<file path="src/rtl/ipx_pkg.sv">
package ipx_pkg;
   typedef enum logic [2:0] {
      IPX_OK      = 3'd0,
      IPX_SHORT   = 3'd1,
      IPX_NOT_IP  = 3'd2,
      IPX_BAD_VER = 3'd3,
      IPX_BAD_LEN = 3'd4,
      IPX_BAD_SUM = 3'd5
   } ipx_code_e;

   localparam int ETH_HDR_BYTES = 14;
   localparam int IP_MIN_BYTES  = 20;
   localparam int MIN_FRAME     = ETH_HDR_BYTES + IP_MIN_BYTES;
   localparam logic [15:0] TYPE_IPV4 = 16'h0800;

   // captured byte slots: type hi/lo, version+ihl, total hi/lo, dst 0..3
   localparam int N_SLOTS = 9;

   function automatic int slot_pos(input int s);
      case (s)
         0: slot_pos = 12;
         1: slot_pos = 13;
         2: slot_pos = 14;
         3: slot_pos = 16;
         4: slot_pos = 17;
         default: slot_pos = 30 + (s - 5);
      endcase
   endfunction
endpackage

</file>
<file path="src/rtl/ipx_byte_index.sv">
module ipx_byte_index #(
   parameter int CNT_W = 16
) (
   input  logic             clk,
   input  logic             rst_n,
   input  logic             in_valid,
   input  logic             in_sof,
   output logic [CNT_W-1:0] cur_idx,
   output logic [CNT_W-1:0] cur_len
);
   localparam logic [CNT_W-1:0] CNT_MAX = {CNT_W{1'b1}};

   logic [CNT_W-1:0] cnt_q;

   always_comb begin
      cur_idx = in_sof ? '0 : cnt_q;
      cur_len = (cur_idx == CNT_MAX) ? CNT_MAX : cur_idx + 1'b1;
   end

   always_ff @(posedge clk) begin
      if (!rst_n)        cnt_q <= '0;
      else if (in_valid) cnt_q <= cur_len;
   end
endmodule

</file>
<file path="src/rtl/ipx_field_grab.sv">
module ipx_field_grab
   import ipx_pkg::*;
#(
   parameter int CNT_W = 16
) (
   input  logic             clk,
   input  logic             rst_n,
   input  logic             in_valid,
   input  logic [CNT_W-1:0] cur_idx,
   input  logic [7:0]       in_byte,
   output logic [7:0]       slot_nxt [N_SLOTS]
);
   for (genvar s = 0; s < N_SLOTS; s++) begin : g_slot
      localparam logic [CNT_W-1:0] POS = CNT_W'(slot_pos(s));
      logic [7:0] val_q;
      logic       hit;

      assign hit         = in_valid && (cur_idx == POS);
      assign slot_nxt[s] = hit ? in_byte : val_q;

      always_ff @(posedge clk) begin
         if (!rst_n) val_q <= '0;
         else        val_q <= slot_nxt[s];
      end
   end
endmodule

</file>
<file path="src/rtl/ipx_csum.sv">
module ipx_csum
   import ipx_pkg::*;
#(
   parameter int CNT_W = 16,
   parameter int SUM_W = 21
) (
   input  logic             clk,
   input  logic             rst_n,
   input  logic             in_valid,
   input  logic             in_sof,
   input  logic [CNT_W-1:0] cur_idx,
   input  logic [7:0]       in_byte,
   input  logic [3:0]       ihl_now,
   output logic [15:0]      sum_fold
);
   localparam logic [CNT_W-1:0] IP_START = CNT_W'(ETH_HDR_BYTES);

   logic [SUM_W-1:0] acc_q, acc_nxt;
   logic [CNT_W-1:0] ip_off;
   logic [15:0]      word_part;
   logic             in_hdr;
   logic [16:0]      fold1;
   logic [16:0]      fold2;

   always_comb begin
      ip_off    = cur_idx - IP_START;
      in_hdr    = in_valid && (cur_idx >= IP_START) &&
                  (ip_off < CNT_W'({ihl_now, 2'b00}));
      word_part = cur_idx[0] ? {8'h00, in_byte} : {in_byte, 8'h00};
      acc_nxt   = (in_valid && in_sof) ? '0 : acc_q;
      if (in_hdr) acc_nxt = acc_nxt + SUM_W'(word_part);
      fold1     = 17'(acc_nxt[15:0]) + 17'(acc_nxt[SUM_W-1:16]);
      fold2     = 17'(fold1[15:0]) + 17'(fold1[16]);
      sum_fold  = fold2[15:0];
   end

   always_ff @(posedge clk) begin
      if (!rst_n) acc_q <= '0;
      else        acc_q <= acc_nxt;
   end
endmodule

</file>
<file path="src/rtl/ipv4_dst_extract.sv">
module ipv4_dst_extract
   import ipx_pkg::*;
#(
   parameter int CNT_W = 16
) (
   input  logic        clk,
   input  logic        rst_n,
   input  logic        in_valid,
   input  logic        in_sof,
   input  logic        in_eof,
   input  logic [7:0]  in_byte,
   output logic        res_valid,
   output logic [2:0]  res_code,
   output logic [15:0] res_param,
   output logic [31:0] res_dst
);
   localparam int SUM_W = 21;
   localparam logic [CNT_W-1:0] MIN_LEN = CNT_W'(MIN_FRAME);

   initial begin
      if (CNT_W < 6 || CNT_W > 16)
         $error("CNT_W must lie in 6..16");
   end

   logic [CNT_W-1:0] cur_idx, cur_len;
   logic [7:0]       slot [N_SLOTS];
   logic [15:0]      sum_fold;

   ipx_byte_index #(.CNT_W(CNT_W)) u_idx (
      .clk(clk), .rst_n(rst_n), .in_valid(in_valid), .in_sof(in_sof),
      .cur_idx(cur_idx), .cur_len(cur_len));

   ipx_field_grab #(.CNT_W(CNT_W)) u_grab (
      .clk(clk), .rst_n(rst_n), .in_valid(in_valid), .cur_idx(cur_idx),
      .in_byte(in_byte), .slot_nxt(slot));

   ipx_csum #(.CNT_W(CNT_W), .SUM_W(SUM_W)) u_sum (
      .clk(clk), .rst_n(rst_n), .in_valid(in_valid), .in_sof(in_sof),
      .cur_idx(cur_idx), .in_byte(in_byte), .ihl_now(slot[2][3:0]),
      .sum_fold(sum_fold));

   logic [15:0] etype, tot_len, hdr_bytes;
   logic [3:0]  ver, ihl;
   logic [31:0] dst;
   logic [16:0] avail;
   ipx_code_e   code_c;
   logic [15:0] param_c;
   logic [31:0] dst_c;

   always_comb begin
      etype     = {slot[0], slot[1]};
      ver       = slot[2][7:4];
      ihl       = slot[2][3:0];
      tot_len   = {slot[3], slot[4]};
      dst       = {slot[5], slot[6], slot[7], slot[8]};
      hdr_bytes = {10'd0, ihl, 2'b00};
      avail     = 17'(cur_len) - 17'(ETH_HDR_BYTES);
      dst_c     = '0;
      if (cur_len < MIN_LEN) begin
         code_c  = IPX_SHORT;
         param_c = 16'(cur_len);
      end else if (etype != TYPE_IPV4) begin
         code_c  = IPX_NOT_IP;
         param_c = etype;
      end else if (ver != 4'd4) begin
         code_c  = IPX_BAD_VER;
         param_c = {12'd0, ver};
      end else if (ihl < 4'd5 || tot_len < hdr_bytes ||
                   17'(tot_len) > avail) begin
         code_c  = IPX_BAD_LEN;
         param_c = tot_len;
      end else if (sum_fold != 16'hFFFF) begin
         code_c  = IPX_BAD_SUM;
         param_c = sum_fold;
      end else begin
         code_c  = IPX_OK;
         param_c = hdr_bytes;
         dst_c   = dst;
      end
   end

   always_ff @(posedge clk) begin
      if (!rst_n) begin
         res_valid <= 1'b0;
         res_code  <= '0;
         res_param <= '0;
         res_dst   <= '0;
      end else begin
         res_valid <= in_valid && in_eof;
         if (in_valid && in_eof) begin
            res_code  <= code_c;
            res_param <= param_c;
            res_dst   <= dst_c;
         end
      end
   end
endmodule

</file>
<file path="config.mk">
export PLATFORM = sky130hd
export DESIGN_NAME = ipv4_dst_extract
export DESIGN_NICKNAME = d
export VERILOG_FILES = /design/src/rtl/ipx_pkg.sv /design/src/rtl/ipx_byte_index.sv /design/src/rtl/ipx_field_grab.sv /design/src/rtl/ipx_csum.sv /design/src/rtl/ipv4_dst_extract.sv
export SDC_FILE = /design/constraint.sdc
export NUM_CORES = 1
export LEC_CHECK = 0
export BUFFER_PORTS_ARGS = -buffer_cell sky130_fd_sc_hd__clkbuf_2
export CAP_MARGIN = 10
export CORE_AREA = 2 2 294 151
export CTS_CLUSTER_SIZE = 14
export DETAILED_ROUTE_END_ITERATION = 10
export DIE_AREA = 0 0 296 153
export MAX_ROUTING_LAYER = met4
export SLEW_MARGIN = 5
export SYNTH_ARGS = -nofsm -noshare
export SYNTH_HDL_FRONTEND = slang
export SYNTH_SLANG_ARGS = --single-unit
</file>
<file path="constraint.sdc">
create_clock -name clk -period 10.79 [get_ports clk]
set_clock_uncertainty 0.15 [all_clocks]
set_input_delay 2.158 -clock clk [delete_from_list [all_inputs] [get_ports clk]]
set_output_delay 2.158 -clock clk [all_outputs]
set_load 0.02 [all_outputs]
</file>
Word level (Yosys, flattened, before mapping):

Index checks and enable logic that the tools add are counted.

* add/subtract/negate cells: 6
* magnitude comparators: 6
* equal/unequal tests: 13
* muxes and demuxes: 29
* reduce and logical (&&, ||, !) cells: 15

Operators with widths (number)
* 32-bit 2-to-1 mux: 5
* 16-bit 2-to-1 mux: 8
* 8-bit 2-to-1 mux: 9
* 16-bit by 5-bit == test with 1-bit output, second input constant: 4
* 16-bit by 4-bit == test with 1-bit output, second input constant: 3
* 21-bit 2-to-1 mux: 2
* 16-bit by 6-bit == test with 1-bit output, second input constant: 2
* 16-bit by 6-bit less-than comparator with 1-bit output: 2
* 21-bit by 16-bit adder with 21-bit output: 1
* 16-bit by 5-bit adder with 17-bit output: 1
* 16-bit by 17-bit greater-than comparator with 1-bit output: 1
* 16-bit by 4-bit subtractor with 17-bit output, second input constant: 1
* 16-bit by 1-bit adder with 16-bit output: 1
* 16-bit by 1-bit adder with 16-bit output, second input constant: 1
* 16-bit == test, second input constant: 1
* 16-bit by 4-bit greater-or-equal comparator with 1-bit output, second input constant: 1
* 16-bit by 6-bit less-than comparator with 1-bit output, second input constant: 1
* 16-bit by 12-bit != test with 1-bit output, second input constant: 1
* 16-bit != test, second input constant: 1
* 16-bit by 4-bit subtractor with 16-bit output, second input constant: 1
* 3-bit 2-to-1 mux: 5
* 1-bit logical AND: 13
* 4-bit by 3-bit less-than comparator with 1-bit output, second input constant: 1
* 4-bit by 3-bit != test with 1-bit output, second input constant: 1
* 1-bit logical OR: 2

* register bits: 161
* input port bits: 13
* output and inout bits: 52
* logic and storage cells: 84

Longest topological paths before layout:

* depth in word-level cells: 15
* gate-level depth with buffers: 42
* mapped depth without buffers: 39

Cells and area by module:

Synthesis repeated with hierarchy kept, for this count alone.

* cell total of the unflattened synthesis: 1328
* area total of the unflattened synthesis: 11682.5 µm²

Modules (own cells, without submodules)
* ipx_field_grab: times used 1, cells an instance 348, area an instance 3704.8 µm², sequential area each 1441.4 µm²
* ipv4_dst_extract: times used 1, cells an instance 359, area an instance 3364.5 µm², sequential area each 1041.0 µm²
* ipx_csum: times used 1, cells an instance 430, area an instance 3204.3 µm², sequential area each 420.4 µm²
* ipx_byte_index: times used 1, cells an instance 191, area an instance 1408.9 µm², sequential area each 320.3 µm²

Worst setup path after synthesis:

No wires, ideal clock.

* path kind: input -> register
* start point: input port in_sof
* end point: register res_param[7]
* library setup time: 0.116 ns
* data arrival time: 10.787 ns
* required time: 10.524 ns
* setup slack: -0.262 ns
* stages on the path: 40
* path buffers: 7
* path through: clkbuf_1 > clkbuf_1 > nor2b_1 > ha_1 > clkbuf_1 > nand2b_1 > nor2_1 > mux2i_1 > ha_1 > a21o_1 > a21oi_1 > and3b_4 > nor4_2 > buf_4 > clkbuf_1 > nand2_1 > o21ai_0 > ha_1 > (+4 left out) > or2_2 > nand3_1 > nor4_2 > o211ai_1 > nor3_1 > ha_1 > ha_1 > and3_1 > nand3_1 > mux2i_1 > or4b_1 > buf_2 > nand4bb_1 > or3b_1 > a31o_2 > buf_6 > a31o_1 > a31o_1

* word-level cells in the longest chain between the ends: 15
* elaborated cells between the ends (all ways): 46
* classes of those cells: 6 x add/sub; 6 x order compare; 9 x eq/ne; 15 x mux; 10 x reduce/logical

RTL lines
* from (decl): line ipv4_dst_extract.sv:9 `input logic in_sof,`
* parallel branches: the longest is 6 deep, another holds 16-bit by 4-bit subtractor with 16-bit output
* 21-bit 2-to-1 mux *: line ipx_csum.sv:31 `if (in_hdr) acc_nxt = acc_nxt + SUM_W'(word_part);`
* net u_sum.acc_nxt[0]: line ipx_csum.sv:18 `logic [SUM_W-1:0] acc_q, acc_nxt;`
* 16-bit by 5-bit adder with 17-bit output *: line ipx_csum.sv:32 `fold1 = 17'(acc_nxt[15:0]) + 17'(acc_nxt[SUM_W-1:16]);`
* 16-bit by 1-bit adder with 16-bit output *: line ipx_csum.sv:33 `fold2 = 17'(fold1[15:0]) + 17'(fold1[16]);`
* 16-bit != test: line ipv4_dst_extract.sv:72 `end else if (sum_fold != 16'hFFFF) begin`
* 16-bit 2-to-1 mux *: line ipv4_dst_extract.sv:72
* 16-bit 2-to-1 mux *: line ipv4_dst_extract.sv:68 `end else if (ihl < 4'd5 || tot_len < hdr_bytes ||`
* 16-bit 2-to-1 mux *: line ipv4_dst_extract.sv:65 `end else if (ver != 4'd4) begin`
* 16-bit 2-to-1 mux *: line ipv4_dst_extract.sv:62 `end else if (etype != TYPE_IPV4) begin`
* 16-bit 2-to-1 mux *: line ipv4_dst_extract.sv:59 `if (cur_len < MIN_LEN) begin`
* to (signal assigned): line ipv4_dst_extract.sv:92 `res_param <= param_c;`
* to (decl): line ipv4_dst_extract.sv:14 `output logic [15:0] res_param,`

Mark *: on every way through the listed nets, which the timed path passes.
A chain may end at the register's enable or synchronous reset.

Worst setup path in the final report:

* start point: input port in_sof
* end point: register res_code[2]

* word-level cells in the longest chain between the ends: 15
* elaborated cells between the ends (all ways): 46
* classes of those cells: 6 x add/sub; 6 x order compare; 9 x eq/ne; 15 x mux; 10 x reduce/logical

RTL lines
* parallel branches: the longest is 6 deep, another holds 16-bit by 4-bit subtractor with 16-bit output
* 21-bit 2-to-1 mux *: line ipx_csum.sv:31
* net u_sum.acc_nxt[20]: line ipx_csum.sv:18
* 16-bit by 5-bit adder with 17-bit output *: line ipx_csum.sv:32
* 16-bit by 1-bit adder with 16-bit output *: line ipx_csum.sv:33
* 16-bit != test *: line ipv4_dst_extract.sv:72
* 3-bit 2-to-1 mux *: line ipv4_dst_extract.sv:72
* 3-bit 2-to-1 mux *: line ipv4_dst_extract.sv:68
* 3-bit 2-to-1 mux *: line ipv4_dst_extract.sv:65
* 3-bit 2-to-1 mux *: line ipv4_dst_extract.sv:62
* 3-bit 2-to-1 mux *: line ipv4_dst_extract.sv:59
* to (signal assigned): line ipv4_dst_extract.sv:91 `res_code <= code_c;`
* to (decl): line ipv4_dst_extract.sv:13 `output logic [2:0] res_code,`

Marks and branches as above.

==> summary.txt <==
Routing
  – WL final: approximately 42000 µm
  – Via density: approximately 5.4
  – Drt drc: 0
  – Wire per inst: 21.1 µm
  – Pre-antenna DRT Iters: 6
  – Routed Antenna Nets: 0
  – First DRT Iteration DRCs: approximately 1500
  – Vias post-DR: about 11000

STA
  – Unrepaired setup endpoints after global routing: false
  – Final period utilization: between 90% and 100%
  – Max Transition Viols Final: 0
  – Max Freq: around 97 MHz
  – Max_slew headroom: about 17%
  – Minimum clock period: 10.30 ns
  – Fin. Hold Viols: 0
  – # setup viols final: 0
  – Slew of the pin with the lowest slew margin: roughly 1.2 ns

Synthesis
  – Syn nets: 1401
  – Avg Cell Area, Syn: about 8 µm²
  – Post-Synthesis Cell Area: about 11000 µm²
  – Asr flop ratio synth: 0%
  – Post-synth EDFFs: 0
  – Seq/Total Area, Yosys: 30.6%
  – Largest cells by area after synthesis: dfxtp_1 31%, mux2i_1 7.0%, nor2_1 6.1%
  – Synthesis warning total: 0
  – Post-synth top flop: dfxtp_1
  – Syn Inst Count: between 1000 and 1500
  – Number of distinct library cells after synthesis: 78
  – Synth top area share: a little under a third
  – Yosys reg bits: approximately 160
  – Largest area contributor in the netlist: dfxtp_1

Critical path
  – Startpoint Class: input port
  – CP endpoint kind: flop
  – Required @ worst endpoint: between 10 and 15 ns
  – Worst path arrival time: approximately 10 ns
  – Crit path top cell by count: ha_1
  – Setup slack, reg-to-reg: 1.43 ns
  – CP max stage delay: just under 0.6 ns
  – Max stage delay cell, worst path: or4_1
  – Setup CP Type: in2reg
  – Crit-path max FO: 10

Status
  – Status: complete, no violations

Clock tree
  – Clock transition at path regs: ~0.08 ns
  – PostCTS Resize Cnt: 0
  – Root Driver: clkbuf_16
  – Clock tree buffer depth: 2
  – Setup Fix Bufs, Post-CTS: 0
  – Hold_buf cts: 0
  – Clock latency on the worst-skew pair: between 0.4 and 0.5 ns
  – Inserted Clock Buffers: 17
  – Sink Count: approximately 160
  – H-tree depth: 4
  – CTS tree: done

Finish
  – Share of cells above drive strength 1: between 10% and 20%
  – Most frequent cells in the layout: 168 x nor2_1, 161 x dfxtp_1, 129 x nand2_1
  – Core Util, Final: 28.9%
  – Register area: ~3200 µm²
  – Design Area, Final: 12400 µm²
  – Commonest non-fill, non-tap cell in the layout: nor2_1
  – Filler instances: 4642
  – Non-Filler Instances: between 2000 and 2500
  – Final nets: between 1000 and 1500
  – Area of the multi-input gates: a little under 7000 µm²
  – Area grow syn2layout: 17.8%
  – Ant. Diodes: 0

Placed design
  – Placement Cell Area: 11800 µm²
  – Placed Instances: around 2000
  – GP Congestion: around 1.1
  – I/O Buffers: 64
  – Post-DP HPWL: 32800 µm

Die
  – Core area: between 40000 and 50000 µm²
  – I/O pin count: 65
  – Die Area: between 40000 and 50000 µm²
  – Starting Density: between 20% and 30%
  – Die height: 153 µm
  – Num rows: 54
  – Die Span X: roughly 300 µm

Global routing
  – Global-route wire length before repair: 62900 µm
  – Grt ovf: 0
  – Vias in the first global route: 9492
  – Largest net degree at the start of global routing: between 50 and 60
  – Antenna violations before repair: 2
  – Gr usage total: between 10% and 20%

Power and ir drop
  – Total power draw: around 1.4 mW
  – Worst vdd ir: ~0.00011 V
  – Leakage power: ~5.1 nW
  – Power per cell area: 112 nW/µm²

Flow run
  – Max_cap viols: 0

Hold path
  – Worst Hold Class: reg2reg
-- cell usage after synthesis (5+ instances only) --
cell type,number
nor2_1,171
dfxtp_1,161
nand2_1,129
nand3_1,81
clkbuf_1,75
mux2i_1,74
o21ai_0,70
a21oi_1,59
ha_1,49
and2_1,40
xnor2_1,39
inv_1,37
a211oi_1,31
xor2_1,26
nand4_1,25
nor4_1,19
nor2b_1,17
nor3_1,17
mux2_2,16
nand2b_1,15
a21o_1,13
or4_1,11
o211ai_1,10
o21a_1,9
a31oi_1,8
and3_1,8
o31ai_1,8
or3_1,7
nand3b_1,6
or2_2,6
nor3b_1,5
o41ai_1,5
-- layout make-up --
cell class                 instances  share of cell area (%)
multi-input combinational       1055                    55.4
sequential                       161                    26.0
timing repair buffer             135                    6.89
tap                              588                    5.94
clock buffer                      19                    3.49
inverter                          37                    1.12
clock inverter                    13                    1.11
-- worst max-delay path, delay by kind of cell --
family / cells / cell delay [ns]
simple gates: 16 / 4.49
buf+inv: 3 / 0.49
mux: 2 / 0.52
compound gates: 9 / 1.63
fa+ha+maj: 4 / 1.03
xor+xnor: 1 / 0.13
-- power by group --
part | internal [mW] | total [mW] | switching [mW]
combinational | 0.0503 | 0.162 | 0.112
clock | 0.326 | 0.615 | 0.289
sequential | 0.600 | 0.611 | 0.0113
total | 0.976 | 1.39 | 0.412
-- per-stage QoR --
step	hold slack, ns	TNS (ns)	worst slack, ns
2_1_floorplan	0.321	0	0.0345
3_5_place_dp	0.293	-0.0527	-0.0374
5_1_grt	0.347	0	0.0982
3_3_place_gp	0.286	0	0.188
6_report	0.304	0	0.486
4_1_cts	0.309	0	0.400
-- kinds of logic after synthesis --
family | after synthesis | share of synthesized area, %
buffers and inverters | 121 | 4.58
AO/OA/AOI/OAI | 264 | 16.6
flip-flops | 161 | 30.6
multiplexers | 91 | 8.90
AND/OR/NAND/NOR | 582 | 27.4
XOR/XNOR | 66 | 5.63
adder cells (fa/ha/maj) | 52 | 6.30
-- worst paths after layout --
path	start	to	cells past startpoint
hold reg to reg	res_dst[8]$_SDFFE_PN0P_	res_dst[8]$_SDFFE_PN0P_	2
hold / removal	res_dst[8]$_SDFFE_PN0P_	res_dst[8]$_SDFFE_PN0P_	2
setup / recovery	in_sof	res_code[2]$_SDFFE_PN0P_	35
setup reg to reg	u_idx.cnt_q[4]$_SDFFE_PN0P_	res_code[2]$_SDFFE_PN0P_	33
-- flip-flops by register name (all words and copies together), names as in the netlist --
register / cells
u_idx.cnt_q: 16
res_dst: 32
res_param: 16
res_valid: 1
u_grab.g_slot.val_q: 72
res_code: 3
u_sum.acc_q: 21
-- per-layer routing --
metal / global-route usage [%] / share of wire, % / vias to the layer above / wire, µm
met1: 30.8 / 51 / 5187 / 21400
met3: 9.32 / 16 / 28 / 6870
met4: 2.65 / 0.55 / 0 / 233
met5: - / 0 / - / 0
met2: 20.0 / 33 / 617 / 13800
li1: - / - / 4916 / -
Note: power is estimated with default switching activity, not from simulation.
